## src/rtl/pwm_pkg.sv

```systemverilog
// Package: pwm_pkg
// Shared defaults for the trailing-edge PWM modulator. The constants are
// the switching period in clock cycles, the control-word width and the
// clamp window for the compare value.
package pwm_pkg;

    localparam int unsigned PWM_PERIOD_DEF  = 1000;
    localparam int unsigned PWM_CW_W_DEF    = 12;
    localparam int unsigned PWM_MIN_CMP_DEF = 9;
    localparam int unsigned PWM_MAX_CMP_DEF = 987;

endpackage : pwm_pkg

```

## src/rtl/pwm_period_ctr.sv

```systemverilog
// Module: pwm_period_ctr
// Counts 0 .. PERIOD-1 and flags the edge that opens a new period.
// Assumes: synchronous active-low reset, PERIOD >= 2. The first edge after
// reset is also treated as a boundary, so a full period follows it.
module pwm_period_ctr #(
    parameter int unsigned PERIOD = pwm_pkg::PWM_PERIOD_DEF,
    parameter int unsigned CNT_W  = $clog2(PERIOD)
) (
    input  logic             clk,
    input  logic             rst_n,
    output logic [CNT_W-1:0] cnt_q,
    output logic [CNT_W-1:0] cnt_nxt,
    output logic             wrap
);

    localparam logic [CNT_W-1:0] LAST = CNT_W'(PERIOD - 1);

    logic armed_q;

    // Boundary when not yet running or at the last count of a period.
    always_comb begin
        wrap    = !armed_q || (cnt_q == LAST);
        cnt_nxt = wrap ? '0 : cnt_q + 1'b1;
    end

    // Count register and run flag.
    always_ff @(posedge clk) begin
        if (!rst_n) begin
            cnt_q   <= '0;
            armed_q <= 1'b0;
        end else begin
            cnt_q   <= cnt_nxt;
            armed_q <= 1'b1;
        end
    end

    // after the last count the counter returns to zero.
    p_wrap_to_zero_r1: assert property (@(posedge clk) disable iff (!rst_n)
        (cnt_q == LAST) |=> (cnt_q == '0));

    // below the last count the counter steps by one once running.
    p_step_by_one_r1: assert property (@(posedge clk) disable iff (!rst_n)
        (armed_q && cnt_q != LAST) |=> (cnt_q == $past(cnt_q) + 1'b1));

    // reset holds the counter at zero.
    p_reset_zero_r6: assert property (@(posedge clk)
        !rst_n |=> (cnt_q == '0));

endmodule : pwm_period_ctr

```

## src/rtl/pwm_duty_map.sv

```systemverilog
// Module: pwm_duty_map
// Maps a signed fraction word (1 sign bit, CW_W-1 fraction bits) onto a
// compare count in a PERIOD-count period: negative words map to MIN_CMP,
// other words to floor(w*PERIOD/2^(CW_W-1)) clamped into [MIN_CMP,MAX_CMP].
// Assumes: purely combinational, MIN_CMP <= MAX_CMP < PERIOD.
module pwm_duty_map #(
    parameter int unsigned CW_W    = pwm_pkg::PWM_CW_W_DEF,
    parameter int unsigned PERIOD  = pwm_pkg::PWM_PERIOD_DEF,
    parameter int unsigned MIN_CMP = pwm_pkg::PWM_MIN_CMP_DEF,
    parameter int unsigned MAX_CMP = pwm_pkg::PWM_MAX_CMP_DEF,
    parameter int unsigned CNT_W   = $clog2(PERIOD)
) (
    input  logic [CW_W-1:0]  ctrl_word,
    output logic [CNT_W-1:0] cmp_val
);

    localparam int unsigned FRAC   = CW_W - 1;
    localparam int unsigned PROD_W = CW_W + CNT_W;
    localparam logic [PROD_W-1:0] PERIOD_P = PROD_W'(PERIOD);
    localparam logic [PROD_W-1:0] MIN_P    = PROD_W'(MIN_CMP);
    localparam logic [PROD_W-1:0] MAX_P    = PROD_W'(MAX_CMP);

    logic              is_neg;
    logic [PROD_W-1:0] mag;
    logic [PROD_W-1:0] prod;
    logic [PROD_W-1:0] scaled;

    // Scale the magnitude onto the period, then clamp.
    always_comb begin
        is_neg = ctrl_word[CW_W-1];
        mag    = PROD_W'(ctrl_word[CW_W-2:0]);
        prod   = mag * PERIOD_P;
        scaled = prod >> FRAC;
        if (is_neg || scaled < MIN_P)
            cmp_val = CNT_W'(MIN_CMP);
        else if (scaled > MAX_P)
            cmp_val = CNT_W'(MAX_CMP);
        else
            cmp_val = scaled[CNT_W-1:0];
    end

endmodule : pwm_duty_map

```

## src/rtl/pwm_edge_gen.sv

```systemverilog
// Module: pwm_edge_gen
// Holds the compare value for the running period, loads a new one only at a
// boundary, and drives the registered gate and period strobe.
// Assumes: wrap/cnt_nxt come from pwm_period_ctr; synchronous active-low reset.
module pwm_edge_gen #(
    parameter int unsigned MIN_CMP = pwm_pkg::PWM_MIN_CMP_DEF,
    parameter int unsigned MAX_CMP = pwm_pkg::PWM_MAX_CMP_DEF,
    parameter int unsigned CNT_W   = 10
) (
    input  logic             clk,
    input  logic             rst_n,
    input  logic             wrap,
    input  logic [CNT_W-1:0] cnt_nxt,
    input  logic [CNT_W-1:0] cmp_val,
    output logic [CNT_W-1:0] cmp_q,
    output logic             gate_q,
    output logic             strobe_q
);

    logic [CNT_W-1:0] cmp_nxt;

    // Compare value in force for the next cycle.
    always_comb begin
        cmp_nxt = wrap ? cmp_val : cmp_q;
    end

    // Compare latch, gate and strobe registers.
    always_ff @(posedge clk) begin
        if (!rst_n) begin
            cmp_q    <= CNT_W'(MIN_CMP);
            gate_q   <= 1'b0;
            strobe_q <= 1'b0;
        end else begin
            cmp_q    <= cmp_nxt;
            gate_q   <= (cnt_nxt < cmp_nxt);
            strobe_q <= wrap;
        end
    end

    // the compare in force never leaves the clamp window.
    p_cmp_in_window_r3: assert property (@(posedge clk) disable iff (!rst_n)
        (cmp_q >= CNT_W'(MIN_CMP)) && (cmp_q <= CNT_W'(MAX_CMP)));

    // between boundaries the compare value does not move.
    p_cmp_hold_r5: assert property (@(posedge clk) disable iff (!rst_n)
        !wrap |=> $stable(cmp_q));

    // the gate rises only in the first cycle of a period.
    p_rise_at_start_r2: assert property (@(posedge clk) disable iff (!rst_n)
        $rose(gate_q) |-> strobe_q);

    // the gate never falls in the first cycle of a period.
    p_fall_mid_period_r2: assert property (@(posedge clk) disable iff (!rst_n)
        $fell(gate_q) |-> !strobe_q);

    // reset leaves the gate and strobe low.
    p_reset_quiet_r6: assert property (@(posedge clk)
        !rst_n |=> (!gate_q && !strobe_q));

endmodule : pwm_edge_gen

```

## src/rtl/trail_pwm.sv

```systemverilog
// Module: trail_pwm (top)
// Trailing-edge PWM: gate high from period start for the mapped compare
// count, low for the rest; one-cycle strobe at each period start.
// Assumes: single clock, synchronous active-low reset, control word is
// two's complement with CW_W-1 fraction bits.
module trail_pwm #(
    parameter int unsigned PERIOD  = pwm_pkg::PWM_PERIOD_DEF,
    parameter int unsigned CW_W    = pwm_pkg::PWM_CW_W_DEF,
    parameter int unsigned MIN_CMP = pwm_pkg::PWM_MIN_CMP_DEF,
    parameter int unsigned MAX_CMP = pwm_pkg::PWM_MAX_CMP_DEF
) (
    input  logic                   clk,
    input  logic                   rst_n,
    input  logic signed [CW_W-1:0] ctrl_word,
    output logic                   gate_out,
    output logic                   period_start
);

    localparam int unsigned CNT_W = $clog2(PERIOD);

    logic [CNT_W-1:0] cnt_q;
    logic [CNT_W-1:0] cnt_nxt;
    logic             wrap;
    logic [CNT_W-1:0] cmp_val;
    logic [CNT_W-1:0] cmp_q;

    pwm_period_ctr #(
        .PERIOD (PERIOD),
        .CNT_W  (CNT_W)
    ) u_ctr (
        .clk     (clk),
        .rst_n   (rst_n),
        .cnt_q   (cnt_q),
        .cnt_nxt (cnt_nxt),
        .wrap    (wrap)
    );

    pwm_duty_map #(
        .CW_W    (CW_W),
        .PERIOD  (PERIOD),
        .MIN_CMP (MIN_CMP),
        .MAX_CMP (MAX_CMP),
        .CNT_W   (CNT_W)
    ) u_map (
        .ctrl_word (ctrl_word),
        .cmp_val   (cmp_val)
    );

    pwm_edge_gen #(
        .MIN_CMP (MIN_CMP),
        .MAX_CMP (MAX_CMP),
        .CNT_W   (CNT_W)
    ) u_edge (
        .clk      (clk),
        .rst_n    (rst_n),
        .wrap     (wrap),
        .cnt_nxt  (cnt_nxt),
        .cmp_val  (cmp_val),
        .cmp_q    (cmp_q),
        .gate_q   (gate_out),
        .strobe_q (period_start)
    );

    // a negative word captured at a boundary yields the minimum compare.
    p_neg_gives_min_r4: assert property (@(posedge clk) disable iff (!rst_n)
        (wrap && ctrl_word[CW_W-1]) |=> (cmp_q == CNT_W'(MIN_CMP)));

    // the strobe marks the zero count.
    p_strobe_at_zero_r1: assert property (@(posedge clk) disable iff (!rst_n)
        period_start |-> (cnt_q == '0));

endmodule : trail_pwm

```

## config.mk

```make
export PLATFORM = sky130hd
export DESIGN_NAME = trail_pwm
export DESIGN_NICKNAME = d
export VERILOG_FILES = /design/src/rtl/pwm_pkg.sv /design/src/rtl/pwm_period_ctr.sv /design/src/rtl/pwm_duty_map.sv /design/src/rtl/pwm_edge_gen.sv /design/src/rtl/trail_pwm.sv
export SDC_FILE = /design/constraint.sdc
export NUM_CORES = 1
export LEC_CHECK = 0
export BUFFER_PORTS_ARGS = -buffer_cell sky130_fd_sc_hd__buf_2
export CORE_UTILIZATION = 29
export DETAILED_ROUTE_END_ITERATION = 10
export GPL_TIMING_DRIVEN = 0
export PLACE_DENSITY = 0.42
export SYNTH_ARGS = -nofsm -noshare
export SYNTH_HDL_FRONTEND = slang
export SYNTH_HIERARCHICAL = 1
export SYNTH_SLANG_ARGS = --single-unit
export TNS_END_PERCENT = 100
```

## constraint.sdc

```tcl
create_clock -name clk -period 5 [get_ports clk]
set_input_delay 0.25 -clock clk [delete_from_list [all_inputs] [get_ports clk]]
set_output_delay 0.25 -clock clk [all_outputs]
set_load 0.01 [all_outputs]
```

==> After elaboration in Yosys (flattened, before gate mapping) <==
Index checks and enable logic that the tools add are counted.
{ "totals": {"register_bits": 23, "latchBits": 0, "mem_bits_rw": 0, "mem_bits_ro": 0, "inputBits": 14, "out_inout_bits": 2, "elab_cells": 19, "mem_count": 0} }
{ "op_classes": {"addsub": 1, "mul": 1, "div": 0, "order_cmp": 3, "n_eq_ne": 1, "shifts": 0, "muxes": 5, "bitwise": 0, "reduce_logical": 3} }
{ "ops": {"columns": ["op", "n"], "rows": [
  ["two-way mux 10 bit", 4],
  ["multiplier 11 x 7 -> 18 bit, second input constant", 1],
  ["adder 10 x 1 -> 10 bit, second input constant", 1],
  ["== test 10 bit, second input constant", 1],
  ["greater-than comparator 10 bit, second input constant", 1],
  ["< comparator 10 bit", 1],
  ["< comparator 10 x 4 -> 1 bit, second input constant", 1],
  ["logical OR 1 bit", 2],
  ["zero test 1 bit", 1],
  ["two-way mux 1 bit", 1]
]} }

==> Depth between registers and ports, before layout <==
Gate-level depths: netlist (run 1).
{ "depth": {"ltp_word": 6, "mapped_depth": 23} }

==> Modules after synthesis <==
The synthesis (run 1) kept the hierarchy.
{ "modules_own_cells": {"columns": ["mod", "n_inst", "cells_per_inst", "area_each_um2", "seq_area_each_um2"], "rows": [
  ["pwm_duty_map", 1, 223, 2006.9, 0.0],
  ["pwm_edge_gen", 1, 57, 615.6, 240.2],
  ["pwm_period_ctr", 1, 58, 531.8, 220.2]
]} }

==> Worst setup path after synthesis (run 1) <==
OpenSTA, ideal clock, no wires.
{ "synth_path": {"path_type": "input port to flip-flop", "startpoint": "in ctrl_word[5]", "endpoint": "reg u_edge.gate_q", "arrival_ns": 5.352, "t_required_ns": 4.914, "slack_ns": -0.438, "cell_stages": 23, "n_path_buf": 1, "path_cell_list": "inv_1 fa_1 fa_1 inv_1 fa_1 inv_1 fa_1 inv_1 ha_1 buf_4 nand4_1 a221oi_1 nand3_1 o211ai_2 a311oi_2 xnor2_1 or4_4 and3b_1 mux2i_1 ha_1 a21oi_1 o21ai_0 a221oi_2"} }
{ "synth_via": {"elab_chain_cells": 6, "elab_cells_between_ends": 8} }
{ "synth_rtl": {"columns": ["item", "line", "source"], "rows": [
  ["start, declared", "trail_pwm.sv:14", "input logic signed [CW_W-1:0] ctrl_word,"],
  ["multiplier 11 x 7 -> 18 bit (*)", "pwm_duty_map.sv:32", "prod = mag * PERIOD_P;"],
  ["greater-than comparator 10 bit or < comparator 10 x 4 -> 1 bit (tied branches)", "pwm_duty_map.sv:36, pwm_duty_map.sv:34", null],
  ["two-way mux 10 bit or logical OR 1 bit (tied branches)", "pwm_duty_map.sv:36, pwm_duty_map.sv:34", null],
  ["two-way mux 10 bit (*)", "pwm_duty_map.sv:34", "if (is_neg || scaled < MIN_P)"],
  ["named net cmp_val[5]", "trail_pwm.sv:24", "logic [CNT_W-1:0] cmp_val;"],
  ["two-way mux 10 bit (*)", "pwm_edge_gen.sv:24", "cmp_nxt = wrap ? cmp_val : cmp_q;"],
  ["< comparator 10 bit (*)", "pwm_edge_gen.sv:35", "gate_q <= (cnt_nxt < cmp_nxt);"],
  ["end signal, assigned", "pwm_edge_gen.sv:35", null],
  ["end, declared", "pwm_edge_gen.sv:16", "output logic gate_q,"]
]} }
The timed path passes the listed nets; every way through them passes the cells marked *.
A chain may end at the register's enable or synchronous reset.

==> Final worst setup path (run 1) <==
Ends and elaborated chain as after synthesis.

==> metrics.json, run 1 <==
{
  "timing": {
    "report.final.slew_viol_count": 0,
    "fin_skew_ns": 0.00339,
    "finalCritPeriodShare_pct": 109,
    "layout_min_cycle_time_ns": 5.43,
    "timing_hold_violations_final": 0,
    "report.final.setup_viol": 1,
    "final.setup.tns_ns": -0.429,
    "worstMarginPinSlew_ns": 0.586,
    "achievable-frequency_ghz": 0.184,
    "unrepaired_setup_endpoints_after_global_routing": "true",
    "setup_slack_ns": -0.429,
    "relSlewSlack_pct": 61.0
  },
  "setup_path": {
    "r2r.worst_path.cells": 9,
    "critical_path_required_ns": 5.18,
    "reg2reg_slack_ns": 1.97,
    "critPathLaunch": "ctrl_word[5]",
    "worstSetupPathType": "input pin to register",
    "timing.critical_path.fanout_max": 5,
    "critical_path.reg2reg.startpoint": "u_ctr/cnt_q[0]",
    "timing.critical_path.to_type": "register",
    "timing.rr.end": "u_edge/gate_q",
    "worstSetupStartpointType": "input pin",
    "cpMaxStageDelayCell": "fa_1",
    "critical_path_arrival_ns": 5.61,
    "series_of_cell_instances_along_the_critical_path": "buf_8 -> clkinvlp_4 -> fa_1 -> fa_1 -> inv_1 -> fa_1 -> inv_2 -> fa_1 -> inv_2 -> ha_4 -> buf_6 -> nand4_1 -> a221oi_4 -> nand3_2 -> o211ai_4 -> a311oi_2 -> xnor2_2 -> a41o_1 -> or3b_1 -> mux2i_1 -> ha_1 -> a21oi_1 -> o21ai_2 -> a221oi_2",
    "critical-path-top-delay-family": "adder cells",
    "crit_top_cell": "fa_1",
    "critical-path-max-stage-delay_ns": 0.49,
    "cp_num_buf_inv": 6
  },
  "finish": {
    "n_fill_cell": 1120,
    "final_net_count": 476,
    "most_frequent_cells_in_the_layout": "inv_1 (51), ha_1 (48), fa_1 (31)",
    "n_antenna_cell": 0,
    "areaGrowthSynthToFinish_pct": 20.1,
    "drive_gt1_share_pct": 22.2,
    "finish.utilization_pct": 36.4,
    "leading_cell_type_in_the_layout_fill_and_taps_excluded": "inv_1"
  },
  "pwr": {
    "powerDensity_mw_per_mm2": 599,
    "peakVddDrop_mv": 0.214,
    "leakage_power_nw": 1.74
  },
  "worst_hold_path": {
    "timing.hold.worst.start": "rst_n",
    "worst_hold_path_type": "input pin to register",
    "worstHoldEndpoint": "u_ctr/armed_q",
    "hold_depth": 1
  },
  "yosys": {
    "synth_edf_count": 0,
    "yosys_warnings": 6,
    "syn-num-nets": 435,
    "syn_area_per_cell_um2": 9.33,
    "synth_sequential_area_ratio_pct": 14.6,
    "ys_ff_latch": 23,
    "postSynth.asyncResetShare_pct": 0,
    "synthDistinctLibCells": 52,
    "number_of_cells_produced_by_synthesis": 338,
    "syn_area_mm2": 0.00315,
    "dominantRegCellSynth": "dfxtp_1"
  },
  "die": {
    "initial_core_util_pct": 30.3,
    "ioPinCount": 16,
    "chipHeight_um": 106,
    "placementRows": 37,
    "design.die.area_mm2": 0.0113,
    "design.core.area_mm2": 0.0104,
    "fp.dieW_um": 106
  },
  "drt": {
    "wl_per_cell_um": 12.8,
    "drt_iter0_markers": 53,
    "routed_via_density": 4.65,
    "routed_wl_mm": 6.60,
    "route.vias.total": 2389,
    "first_pass_iters": 4,
    "ant_nets": 0,
    "drc": 0
  },
  "clock_tree": {
    "clock_tree.buffer_depth": 2,
    "tritoncts.num_buffers": 3,
    "cts.sink_count": 23,
    "clkLatencyLatePin_ns": 0.27,
    "ctsRootBufferMaster": "clkbuf_8",
    "clk_pin_slew_ns": 0.08,
    "htree_levels": 1,
    "post_cts_hold_buffer_count": 0,
    "cts_tree": "built"
  },
  "global_routing": {
    "grt_max_degree": 13,
    "grt_util_all_layers_pct": 12.6,
    "grt-ovfl-total": 0,
    "antenna_found_initial": 0,
    "number_of_global_route_vias_before_repair": 2366,
    "grt_first_pass_wirelength_mm": 11.4
  },
  "placement": {
    "place.port_buffers": 15,
    "dp.final_hpwl_mm": 5.35,
    "globalplace.congestion": 0.719
  },
  "outcome": {
    "outcome": "complete, but fails checks",
    "failed_checks": "negative setup slack"
  },
  "job": {
    "cap_violations": 0
  }
}
cell usage after synthesis, drive strengths merged (3+ instances only):
library cell	count	share of area, %
a211oi	3	0.87
a21o	3	0.71
a21oi	23	4.0
buf	5	1.2
dfxtp	23	15
fa	33	21
ha	50	20
inv	59	7.0
mux2i	10	3.2
nand2	15	1.9
nand3	8	1.6
nand4	4	0.79
nor2	14	1.7
nor2b	16	3.2
nor3	5	0.95
o211ai	4	1.3
o21ai	13	2.1
o31ai	4	1.4
or4	4	1.1
xnor2	8	2.2
xor2	8	2.2
report_power, final:
group | switching, W | internal, W
clock | 0.0000604 | 0.0000569
sequential | 0.0000101 | 0.000219
combinational | 0.000996 | 0.000929
cell type report:
class                           instances  area, um2  area share [%]
Buffer                                  5       45.0            1.19
Multi-Input combinational cell        249       2550            67.2
Clock buffer                            4       45.0            1.19
Sequential cell                        23        460            12.2
Tap cell                              136        170            4.49
Inverter                               59        235            6.21
Timing Repair Buffer                   38        287            7.56
per-layer routing:
| metal | global-route usage, % | up-vias | part of all wire [%] |
|---|---|---|---|
| li1 | - | 1225 | - |
| met1 | 19.3 | 1141 | 54 |
| met2 | 19.1 | 21 | 43 |
| met3 | 1.72 | 2 | 2.3 |
| met4 | 1.19 | 0 | 0.41 |
| met5 | 0 | - | 0 |
flip-flops by register name (all words and copies together) (netlist names):
register and cells:
u_edge/strobe_q 1, u_ctr/cnt_q 10, u_edge/gate_q 1, u_edge/cmp_q 10, u_ctr/armed_q 1
worst max path at each step:
| stage | to | cells after the start |
|---|---|---|
| 6_report | u_edge/gate_q | 24 |
| 5_1_grt | u_edge/gate_q | 24 |
| 4_1_cts | u_edge/gate_q | 24 |
| 3_5_place_dp | u_edge/gate_q | 24 |
| 3_3_place_gp | u_edge/gate_q | 24 |
| 2_1_floorplan | u_edge/gate_q | 23 |
what timing repair did:
item                                    4_1_cts  5_1_grt
pin swaps                                    23       19
endpoints found under the setup margin        4        7
gates resized for setup                      25       16
buffers inserted                             19        6
cell families after synthesis:
group	synth area share (%)
multiplexers	3.17
XOR/XNOR	4.44
buffers and inverters	8.49
AO/OA/AOI/OAI	14.6
AND/OR/NAND/NOR	14.0
adder cells (fa/ha/maj)	40.8
flip-flops	14.6
stage by stage:
step	instances	hold WS (ns)	area (um2)	power [W]	worst slack, ns
finish	514	0.161	3790	0.00227	-0.429
detailed placement	489	0.445	3430	0.00175	-1.05
global placement	489	0.442	3430	0.00175	-1.03
floorplan	338	0.278	3180	0.00145	-0.190
CTS	511	0.159	3710	0.00214	-0.495
global route	514	0.166	3790	0.00251	-0.670
Note: power is estimated with default switching activity, not from simulation.
==> inputs of run 2 (changes only) <==
--- a/config.mk
+++ b/config.mk
@@ -6,10 +6,10 @@
 export NUM_CORES = 1
 export LEC_CHECK = 0
 export BUFFER_PORTS_ARGS = -buffer_cell sky130_fd_sc_hd__buf_2
-export CORE_UTILIZATION = 29
+export CORE_UTILIZATION = 57
 export DETAILED_ROUTE_END_ITERATION = 10
 export GPL_TIMING_DRIVEN = 0
-export PLACE_DENSITY = 0.42
+export PLACE_DENSITY = 0.75
 export SYNTH_ARGS = -nofsm -noshare
 export SYNTH_HDL_FRONTEND = slang
 export SYNTH_HIERARCHICAL = 1
==> run 2 against run 1 <==
  * The flow still finishes with violations (negative setup slack)
  * Sequential power about the same
  * Sequential share of layout area increased by 0.50 points
  * Critical endpoint unchanged
  * Global-route usage increased by 11 points
  * Clock skew decreased by 0.0021 ns
  * First-iteration DRC count increased to 2.7 times the previous value
  * Fmax decreased by 1.1%
  * Largest cell class unchanged
==> metrics.json, run 2 (synthesis gave the netlist of run 1 again) <==
{
  "outcome": {
    "outcome": "complete, but fails checks",
    "failed_checks": "negative setup slack"
  },
  "finish": {
    "n_antenna_cell": {"value": 0, "change": "unchanged"},
    "finish.utilization": {"value": 69.9, "unit": "%", "change": "+34 points"},
    "drive_gt1_share": {"value": 20.1, "unit": "%", "change": "-2.2 points"},
    "multi_input_area": {"value": 0.00252, "unit": "mm2", "change": "-1.0%"},
    "layoutNonFillerInstCount": {"value": 444, "change": "-14%"},
    "register_area": {"value": 460, "unit": "um2", "change": "unchanged"},
    "areaGrowthSynthToFinish_pct": 15.4,
    "leading_cell_type_in_the_layout_fill_and_taps_excluded": "inv_1",
    "n_fill_cell": {"value": 422, "change": "-62%"},
    "final_net_count": {"value": 472, "change": "-0.84%"},
    "largest_registers": "u_ctr/cnt_q x10, u_edge/cmp_q x10",
    "most_frequent_cells_in_the_layout": "inv_1 (54), ha_1 (50), fa_1 (31)"
  },
  "clock_tree": {
    "cts_tree": "built",
    "clk_pin_slew": {"value": 0.08, "unit": "ns", "change": "about the same"},
    "htree_levels": {"value": 1, "change": "unchanged"},
    "ctsRootBufferMaster": "clkbuf_8",
    "clock_tree.buffer_depth": {"value": 2, "change": "unchanged"},
    "cts.sink_count": {"value": 23, "change": "unchanged"},
    "tritoncts.num_buffers": {"value": 3, "change": "unchanged"},
    "clkLatencyLatePin": {"value": 0.27, "unit": "ns", "change": "about the same"}
  },
  "drt": {
    "wl_per_cell": {"value": 14.6, "unit": "um", "change": "+13%"},
    "routed_via_density": {"value": 5.60, "change": "+20%"},
    "route.vias.total": {"value": 2486, "change": "+4.1%"},
    "drt_iter0_markers": {"value": 145, "change": "+170%"},
    "routed_wl": {"value": 6.46, "unit": "mm", "change": "-2.0%"},
    "first_pass_iters": {"value": 4, "change": "unchanged"},
    "drc": {"value": 0, "change": "unchanged"},
    "ant_nets": {"value": 0, "change": "unchanged"}
  },
  "timing": {
    "report.final.slew_viol_count": {"value": 0, "change": "unchanged"},
    "worstMarginPinSlew": {"value": 0.526, "unit": "ns", "change": "-0.0596 ns"},
    "finalCritPeriodShare": {"value": 110, "unit": "%", "change": "+1.2 points"},
    "relSlewSlack": {"value": 64.8, "unit": "%", "change": "+3.9 points"},
    "unrepaired_setup_endpoints_after_global_routing": "true",
    "fin_skew": {"value": 0.00129, "unit": "ns", "change": "-0.00211 ns"},
    "achievable-frequency": {"value": 0.182, "unit": "GHz", "change": "-1.1%"},
    "layout_min_cycle_time": {"value": 5.49, "unit": "ns", "change": "+0.0598 ns"},
    "setup_slack": {"value": -0.489, "unit": "ns", "change": "-0.0598 ns"},
    "timing_hold_violations_final": {"value": 0, "change": "unchanged"},
    "report.final.setup_viol": {"value": 1, "change": "unchanged"}
  },
  "global_routing": {
    "grtUsageMet2": {"value": 37.3, "unit": "%", "change": "+18 points"},
    "grt_max_degree": {"value": 13, "change": "unchanged"},
    "gr-usage-met3": {"value": 3.35, "unit": "%", "change": "+1.6 points"},
    "grt_use_met1": {"value": 33.1, "unit": "%", "change": "+14 points"},
    "antenna_found_initial": {"value": 0, "change": "unchanged"},
    "grt-ovfl-total": {"value": 0, "change": "unchanged"},
    "grt_first_pass_wirelength": {"value": 10.8, "unit": "mm", "change": "-5.6%"},
    "number_of_global_route_vias_before_repair": {"value": 2356, "change": "-0.42%"},
    "grt-busiest-layer": "met2",
    "grt_util_all_layers": {"value": 23.2, "unit": "%", "change": "+11 points"}
  },
  "placement": {
    "preCtsSetupSlack": {"value": -0.890, "unit": "ns", "change": "+0.158 ns"},
    "globalplace.congestion": {"value": 0.816, "change": "+14%"},
    "dp.final_hpwl": {"value": 5.07, "unit": "mm", "change": "-5.2%"},
    "post-place-cells": {"value": 423, "change": "-13%"},
    "place.port_buffers": {"value": 15, "change": "unchanged"}
  },
  "die": {
    "ioPinCount": {"value": 16, "change": "unchanged"},
    "chipHeight": {"value": 76.4, "unit": "um", "change": "-28%"},
    "fp.dieW": {"value": 76.4, "unit": "um", "change": "-28%"},
    "initial_core_util": {"value": 60.6, "unit": "%", "change": "+30 points"},
    "placementRows": {"value": 26, "change": "-30%"},
    "design.die.area": {"value": 0.00584, "unit": "mm2", "change": "-48%"},
    "design.core.area": {"value": 0.00520, "unit": "mm2", "change": "-50%"}
  },
  "setup_path": {
    "worstSetupStartpointType": "input pin",
    "timing.critical_path.fanout_max": {"value": 6, "change": "+1"},
    "critical_path_required": {"value": 5.18, "unit": "ns", "change": "about the same"},
    "timing.critical_path.to_type": "register",
    "reg2reg_slack": {"value": 2.01, "unit": "ns", "change": "+0.04 ns"},
    "critical-path-top-delay-family": "adder cells",
    "critical-path-max-stage-delay": {"value": 0.60, "unit": "ns", "change": "+0.11 ns"},
    "cp_num_buf_inv": {"value": 4, "change": "-2"},
    "cpMaxStageDelayCell": "fa_2",
    "critical_path.reg2reg.startpoint": "u_ctr/cnt_q[0]",
    "r2r.worst_path.cells": {"value": 9, "change": "unchanged"},
    "series_of_cell_instances_along_the_critical_path": "buf_8 -> clkinvlp_4 -> fa_2 -> fa_1 -> fa_1 -> fa_1 -> inv_1 -> ha_1 -> buf_6 -> a21oi_1 -> nand2_1 -> o21ai_0 -> xor2_1 -> nor2_1 -> a21oi_1 -> or4_4 -> or3b_1 -> mux2i_1 -> ha_1 -> a21oi_1 -> o21ai_2 -> a221oi_2",
    "timing.rr.end": "u_edge/gate_q",
    "critical_path_arrival": {"value": 5.67, "unit": "ns", "change": "+0.06 ns"},
    "worstSetupPathType": "input pin to register"
  },
  "job": {
    "cap_violations": {"value": 0, "change": "unchanged"}
  },
  "worst_hold_path": {
    "worstHoldEndpoint": "u_ctr/armed_q",
    "hold_depth": {"value": 1, "change": "unchanged"},
    "worst_hold_path_type": "input pin to register",
    "timing.hold.worst.start": "rst_n"
  },
  "pwr": {
    "leakage_power": {"value": 1.73, "unit": "nW", "change": "-0.74%"},
    "peakVddDrop": {"value": 0.346, "unit": "mV", "change": "+61%"},
    "powerDensity": {"value": 585, "unit": "mW/mm2", "change": "-2.4%"}
  }
}
run 2: power by group:
| part | total [W] | internal, W | switching [W] |
|---|---|---|---|
| combinational | 0.00178 | 0.000817 | 0.000966 |
| clock | 0.000116 | 0.0000570 | 0.0000591 |
| sequential | 0.000231 | 0.000219 | 0.0000124 |
| total | 0.00213 | 0.00109 | 0.00104 |
run 2: what timing repair did:
action,CTS,global route
gates resized for setup,18,14
pin swaps,20,13
buffers inserted,14,4
hold buffers,0,0
endpoints found under the setup margin,1,4
gates cloned,0,0
run 2: final cells by class:
type	count	share of cell area, %
plain buffers	6	1.55
clock buffers	4	1.24
inverters	59	6.46
multi-input cells	249	69.2
flip-flops and latches	23	12.7
well taps	70	2.41
repair buffers	33	6.46
run 2: worst max path at each step:
stage / from / endpoint / slack, ns / cells past startpoint
floorplan: ctrl_word[6] / u_edge/gate_q / -0.19 / 23
global placement: ctrl_word[6] / u_edge/gate_q / -0.83 / 24
detailed placement: ctrl_word[6] / u_edge/gate_q / -0.89 / 24
CTS: ctrl_word[3] / u_edge/gate_q / -0.47 / 22
global route: ctrl_word[5] / u_edge/gate_q / -0.71 / 22
finish: ctrl_word[5] / u_edge/gate_q / -0.49 / 22
run 2: metal layers:
metal  up-vias  wire [um]
met1      1194       2960
met4         0         43
met3         4        324
li1       1225          -
met2        63       3130
met5         -          0
run 2: metrics by stage:
step | setup TNS, ns | hold WS, ns | instance area (um2) | total power (W)
final | -0.489 | 0.176 | 3640 | 0.00213
after global routing | -0.956 | 0.177 | 3640 | 0.00234
after CTS | -0.468 | 0.180 | 3550 | 0.00200
after detailed placement | -1.81 | 0.455 | 3340 | 0.00172
after global placement | -1.54 | 0.456 | 3340 | 0.00169
after floorplan | -0.190 | 0.278 | 3180 | 0.00145
==> inputs of run 3 (changes only) <==
--- a/config.mk
+++ b/config.mk
@@ -9,7 +9,8 @@
 export CORE_UTILIZATION = 57
 export DETAILED_ROUTE_END_ITERATION = 10
 export GPL_TIMING_DRIVEN = 0
-export PLACE_DENSITY = 0.75
+export PLACE_DENSITY = 0.86
+export SLEW_MARGIN = 30
 export SYNTH_ARGS = -nofsm -noshare
 export SYNTH_HDL_FRONTEND = slang
 export SYNTH_HIERARCHICAL = 1
==> run 3 against run 2 <==
  * The run still ends with negative setup slack left
  * Core utilization is 2.1 points higher
  * Sequential power about the same
  * Via count up 6.6%
  * Flip-flop and latch count did not move
  * Clock-buffer cell count did not move
  * Register-to-register slack worse by 0.08 ns
  * Wire length is 19% higher
  * Largest cell class unchanged
  * Largest power group unchanged
==> metrics.json, run 3 (synthesis gave the netlist of run 1 again) <==
{
  "outcome": {
    "outcome": "complete, but fails checks",
    "failed_checks": "negative setup slack"
  },
  "drt": {
    "drc": {"value": 0, "change": "unchanged"},
    "routed_wl": {"value": 7.68, "unit": "mm", "change": "+19%"},
    "route.vias.total": {"value": 2649, "change": "+6.6%"},
    "ant_nets": {"value": 0, "change": "unchanged"},
    "wl_per_cell": {"value": 17.3, "unit": "um", "change": "+19%"},
    "first_pass_iters": {"value": 4, "change": "unchanged"},
    "routed_via_density": {"value": 5.95, "change": "+6.3%"},
    "drt_iter0_markers": {"value": 206, "change": "+42%"}
  },
  "timing": {
    "worstMarginPinSlew": {"value": 0.551, "unit": "ns", "change": "+0.0253 ns"},
    "achievable-frequency": {"value": 0.176, "unit": "GHz", "change": "-3.4%"},
    "unrepaired_setup_endpoints_after_global_routing": "true",
    "relSlewSlack": {"value": 63.2, "unit": "%", "change": "-1.6 points"},
    "report.final.setup_viol": {"value": 2, "change": "+1"},
    "final.setup.tns": {"value": -0.740, "unit": "ns", "change": "-0.252 ns"},
    "finalCritPeriodShare": {"value": 114, "unit": "%", "change": "+3.8 points"},
    "timing_hold_violations_final": {"value": 0, "change": "unchanged"},
    "report.final.slew_viol_count": {"value": 0, "change": "unchanged"},
    "fin_skew": {"value": 0.00633, "unit": "ns", "change": "+0.00504 ns"},
    "layout_min_cycle_time": {"value": 5.68, "unit": "ns", "change": "+0.191 ns"},
    "setup_slack": {"value": -0.679, "unit": "ns", "change": "-0.191 ns"},
    "hold-worst-slack": {"value": 0.170, "unit": "ns", "change": "-0.00612 ns"}
  },
  "pwr": {
    "powerDensity": {"value": 665, "unit": "mW/mm2", "change": "+14%"},
    "peakVddDrop": {"value": 0.356, "unit": "mV", "change": "+3.1%"},
    "leakage_power": {"value": 1.73, "unit": "nW", "change": "+0.21%"}
  },
  "die": {
    "initial_core_util": {"value": 60.6, "unit": "%", "change": "unchanged"},
    "placementRows": {"value": 26, "change": "unchanged"},
    "design.die.area": {"value": 0.00584, "unit": "mm2", "change": "unchanged"},
    "ioPinCount": {"value": 16, "change": "unchanged"},
    "fp.dieW": {"value": 76.4, "unit": "um", "change": "unchanged"},
    "design.core.area": {"value": 0.00520, "unit": "mm2", "change": "unchanged"},
    "chipHeight": {"value": 76.4, "unit": "um", "change": "unchanged"}
  },
  "clock_tree": {
    "tritoncts.num_buffers": {"value": 3, "change": "unchanged"},
    "htree_levels": {"value": 1, "change": "unchanged"},
    "clk_pin_slew": {"value": 0.08, "unit": "ns", "change": "about the same"},
    "post_cts_hold_buffer_count": {"value": 0, "change": "unchanged"},
    "clock_tree.buffer_depth": {"value": 2, "change": "unchanged"},
    "clkLatencyLatePin": {"value": 0.27, "unit": "ns", "change": "about the same"},
    "cts.sink_count": {"value": 23, "change": "unchanged"},
    "cts_tree": "built",
    "ctsRootBufferMaster": "clkbuf_8"
  },
  "finish": {
    "layoutNonFillerInstCount": {"value": 445, "change": "+0.23%"},
    "n_fill_cell": {"value": 355, "change": "-16%"},
    "largest_registers": "u_ctr/cnt_q x10, u_edge/cmp_q x10",
    "leading_cell_type_in_the_layout_fill_and_taps_excluded": "inv_1",
    "n_antenna_cell": {"value": 0, "change": "unchanged"},
    "most_frequent_cells_in_the_layout": "inv_1 (50), ha_1 (45), fa_1 (31)",
    "areaGrowthSynthToFinish_pct": 18.9,
    "final_net_count": {"value": 473, "change": "+0.21%"},
    "postLayoutCellArea": {"value": 0.00375, "unit": "mm2", "change": "+3.1%"},
    "multi_input_area": {"value": 0.00262, "unit": "mm2", "change": "+4.0%"},
    "register_area": {"value": 460, "unit": "um2", "change": "unchanged"},
    "drive_gt1_share": {"value": 23.7, "unit": "%", "change": "+3.7 points"}
  },
  "setup_path": {
    "cpMaxStageDelayCell": "fa_1",
    "series_of_cell_instances_along_the_critical_path": "clkbuf_4 -> inv_2 -> fa_1 -> fa_1 -> fa_1 -> fa_1 -> inv_2 -> ha_4 -> buf_6 -> nand4_1 -> a221oi_4 -> nand3_2 -> buf_6 -> a211oi_4 -> nand2_1 -> or4_4 -> nor3b_2 -> mux2i_1 -> ha_1 -> o211ai_1 -> o21ai_1 -> a221oi_2",
    "timing.critical_path.to_type": "register",
    "reg2reg_slack": {"value": 1.93, "unit": "ns", "change": "-0.08 ns"},
    "crit_top_cell": "fa_1",
    "r2r.worst_path.cells": {"value": 9, "change": "unchanged"},
    "worstSetupPathType": "input pin to register",
    "critical_path_required": {"value": 5.18, "unit": "ns", "change": "about the same"},
    "worstSetupStartpointType": "input pin",
    "timing.critical_path.fanout_max": {"value": 6, "change": "unchanged"},
    "critical-path-max-stage-delay": {"value": 0.55, "unit": "ns", "change": "-0.05 ns"},
    "critical_path_arrival": {"value": 5.85, "unit": "ns", "change": "+0.18 ns"}
  },
  "worst_hold_path": {
    "worst_hold_path_type": "input pin to register",
    "hold_depth": {"value": 1, "change": "unchanged"}
  },
  "global_routing": {
    "grt_util_all_layers": {"value": 23.4, "unit": "%", "change": "+0.21 points"},
    "number_of_global_route_vias_before_repair": {"value": 2487, "change": "+5.6%"},
    "grt_first_pass_wirelength": {"value": 11.0, "unit": "mm", "change": "+2.3%"},
    "grt_max_degree": {"value": 13, "change": "unchanged"},
    "antenna_found_initial": {"value": 0, "change": "unchanged"},
    "grt-ovfl-total": {"value": 0, "change": "unchanged"}
  },
  "placement": {
    "place.port_buffers": {"value": 15, "change": "unchanged"},
    "dpl_cell_area": {"value": 0.00334, "unit": "mm2", "change": "unchanged"},
    "post-place-cells": {"value": 423, "change": "unchanged"},
    "preCtsSetupSlack": {"value": -0.900, "unit": "ns", "change": "-0.0107 ns"},
    "globalplace.congestion": {"value": 0.902, "change": "+11%"},
    "dp.final_hpwl": {"value": 4.88, "unit": "mm", "change": "-3.9%"}
  },
  "job": {
    "cap_violations": {"value": 0, "change": "unchanged"}
  }
}
==> run 3: per-stage QoR <==
| step | total power, W | util, % |
|---|---|---|
| 2_1_floorplan | 0.00145 | - |
| 3_3_place_gp | 0.00166 | 64.2 |
| 3_5_place_dp | 0.00171 | 64.2 |
| 4_1_cts | 0.00207 | 68.6 |
| 5_1_grt | 0.00266 | 72.1 |
| 6_report | 0.00249 | 72.1 |
==> run 3: path summary, 6_finish.rpt <==
path | startpoint | end
worst max-delay path | ctrl_word[2] | u_edge/gate_q
worst min-delay path | rst_n | u_ctr/armed_q
worst max register to register | u_ctr/cnt_q[0] | u_edge/gate_q
worst min register to register | u_edge/cmp_q[3] | u_edge/cmp_q[3]
==> run 3: repair_timing <==
action	in CTS	in global routing
gates resized for setup	16	36
setup endpoints to repair	1	7
pin swaps	17	18
buffers inserted	15	12
==> run 3: cell type report <==
cell class,instances,share of cell area [%]
Buffer,4,0.901
Clock buffer,4,1.20
Inverter,59,6.27
Multi-Input combinational cell,249,69.9
Sequential cell,23,12.3
Tap cell,70,2.33
Timing Repair Buffer,36,7.14
==> run 3: layer usage <==
metal | routed length (um) | up-vias | global-route usage (%) | part of all wire, %
met5 | 0 | - | 0 | 0
met4 | 230 | 0 | 5.38 | 3.0
met3 | 405 | 26 | 3.59 | 5.3
met2 | 3920 | 111 | 38.6 | 51
met1 | 3130 | 1287 | 32.2 | 41
li1 | - | 1225 | - | -
==> run 3: worst max-delay path: cells and delay by family <==
family | cells | cell delay (ns)
fa+ha+maj | 6 | 2.57
simple gates | 5 | 1.15
compound gates | 5 | 1.11
buf+inv | 5 | 0.53
mux | 1 | 0.25
==> run 3: power by group <==
part	leakage [nW]	internal, W	total [W]	switching [W]
clock network	0.0228	0.0000570	0.000117	0.0000602
logic	1.52	0.000977	0.00214	0.00117
registers	0.188	0.000219	0.000232	0.0000130
total	1.73	0.00125	0.00249	0.00124
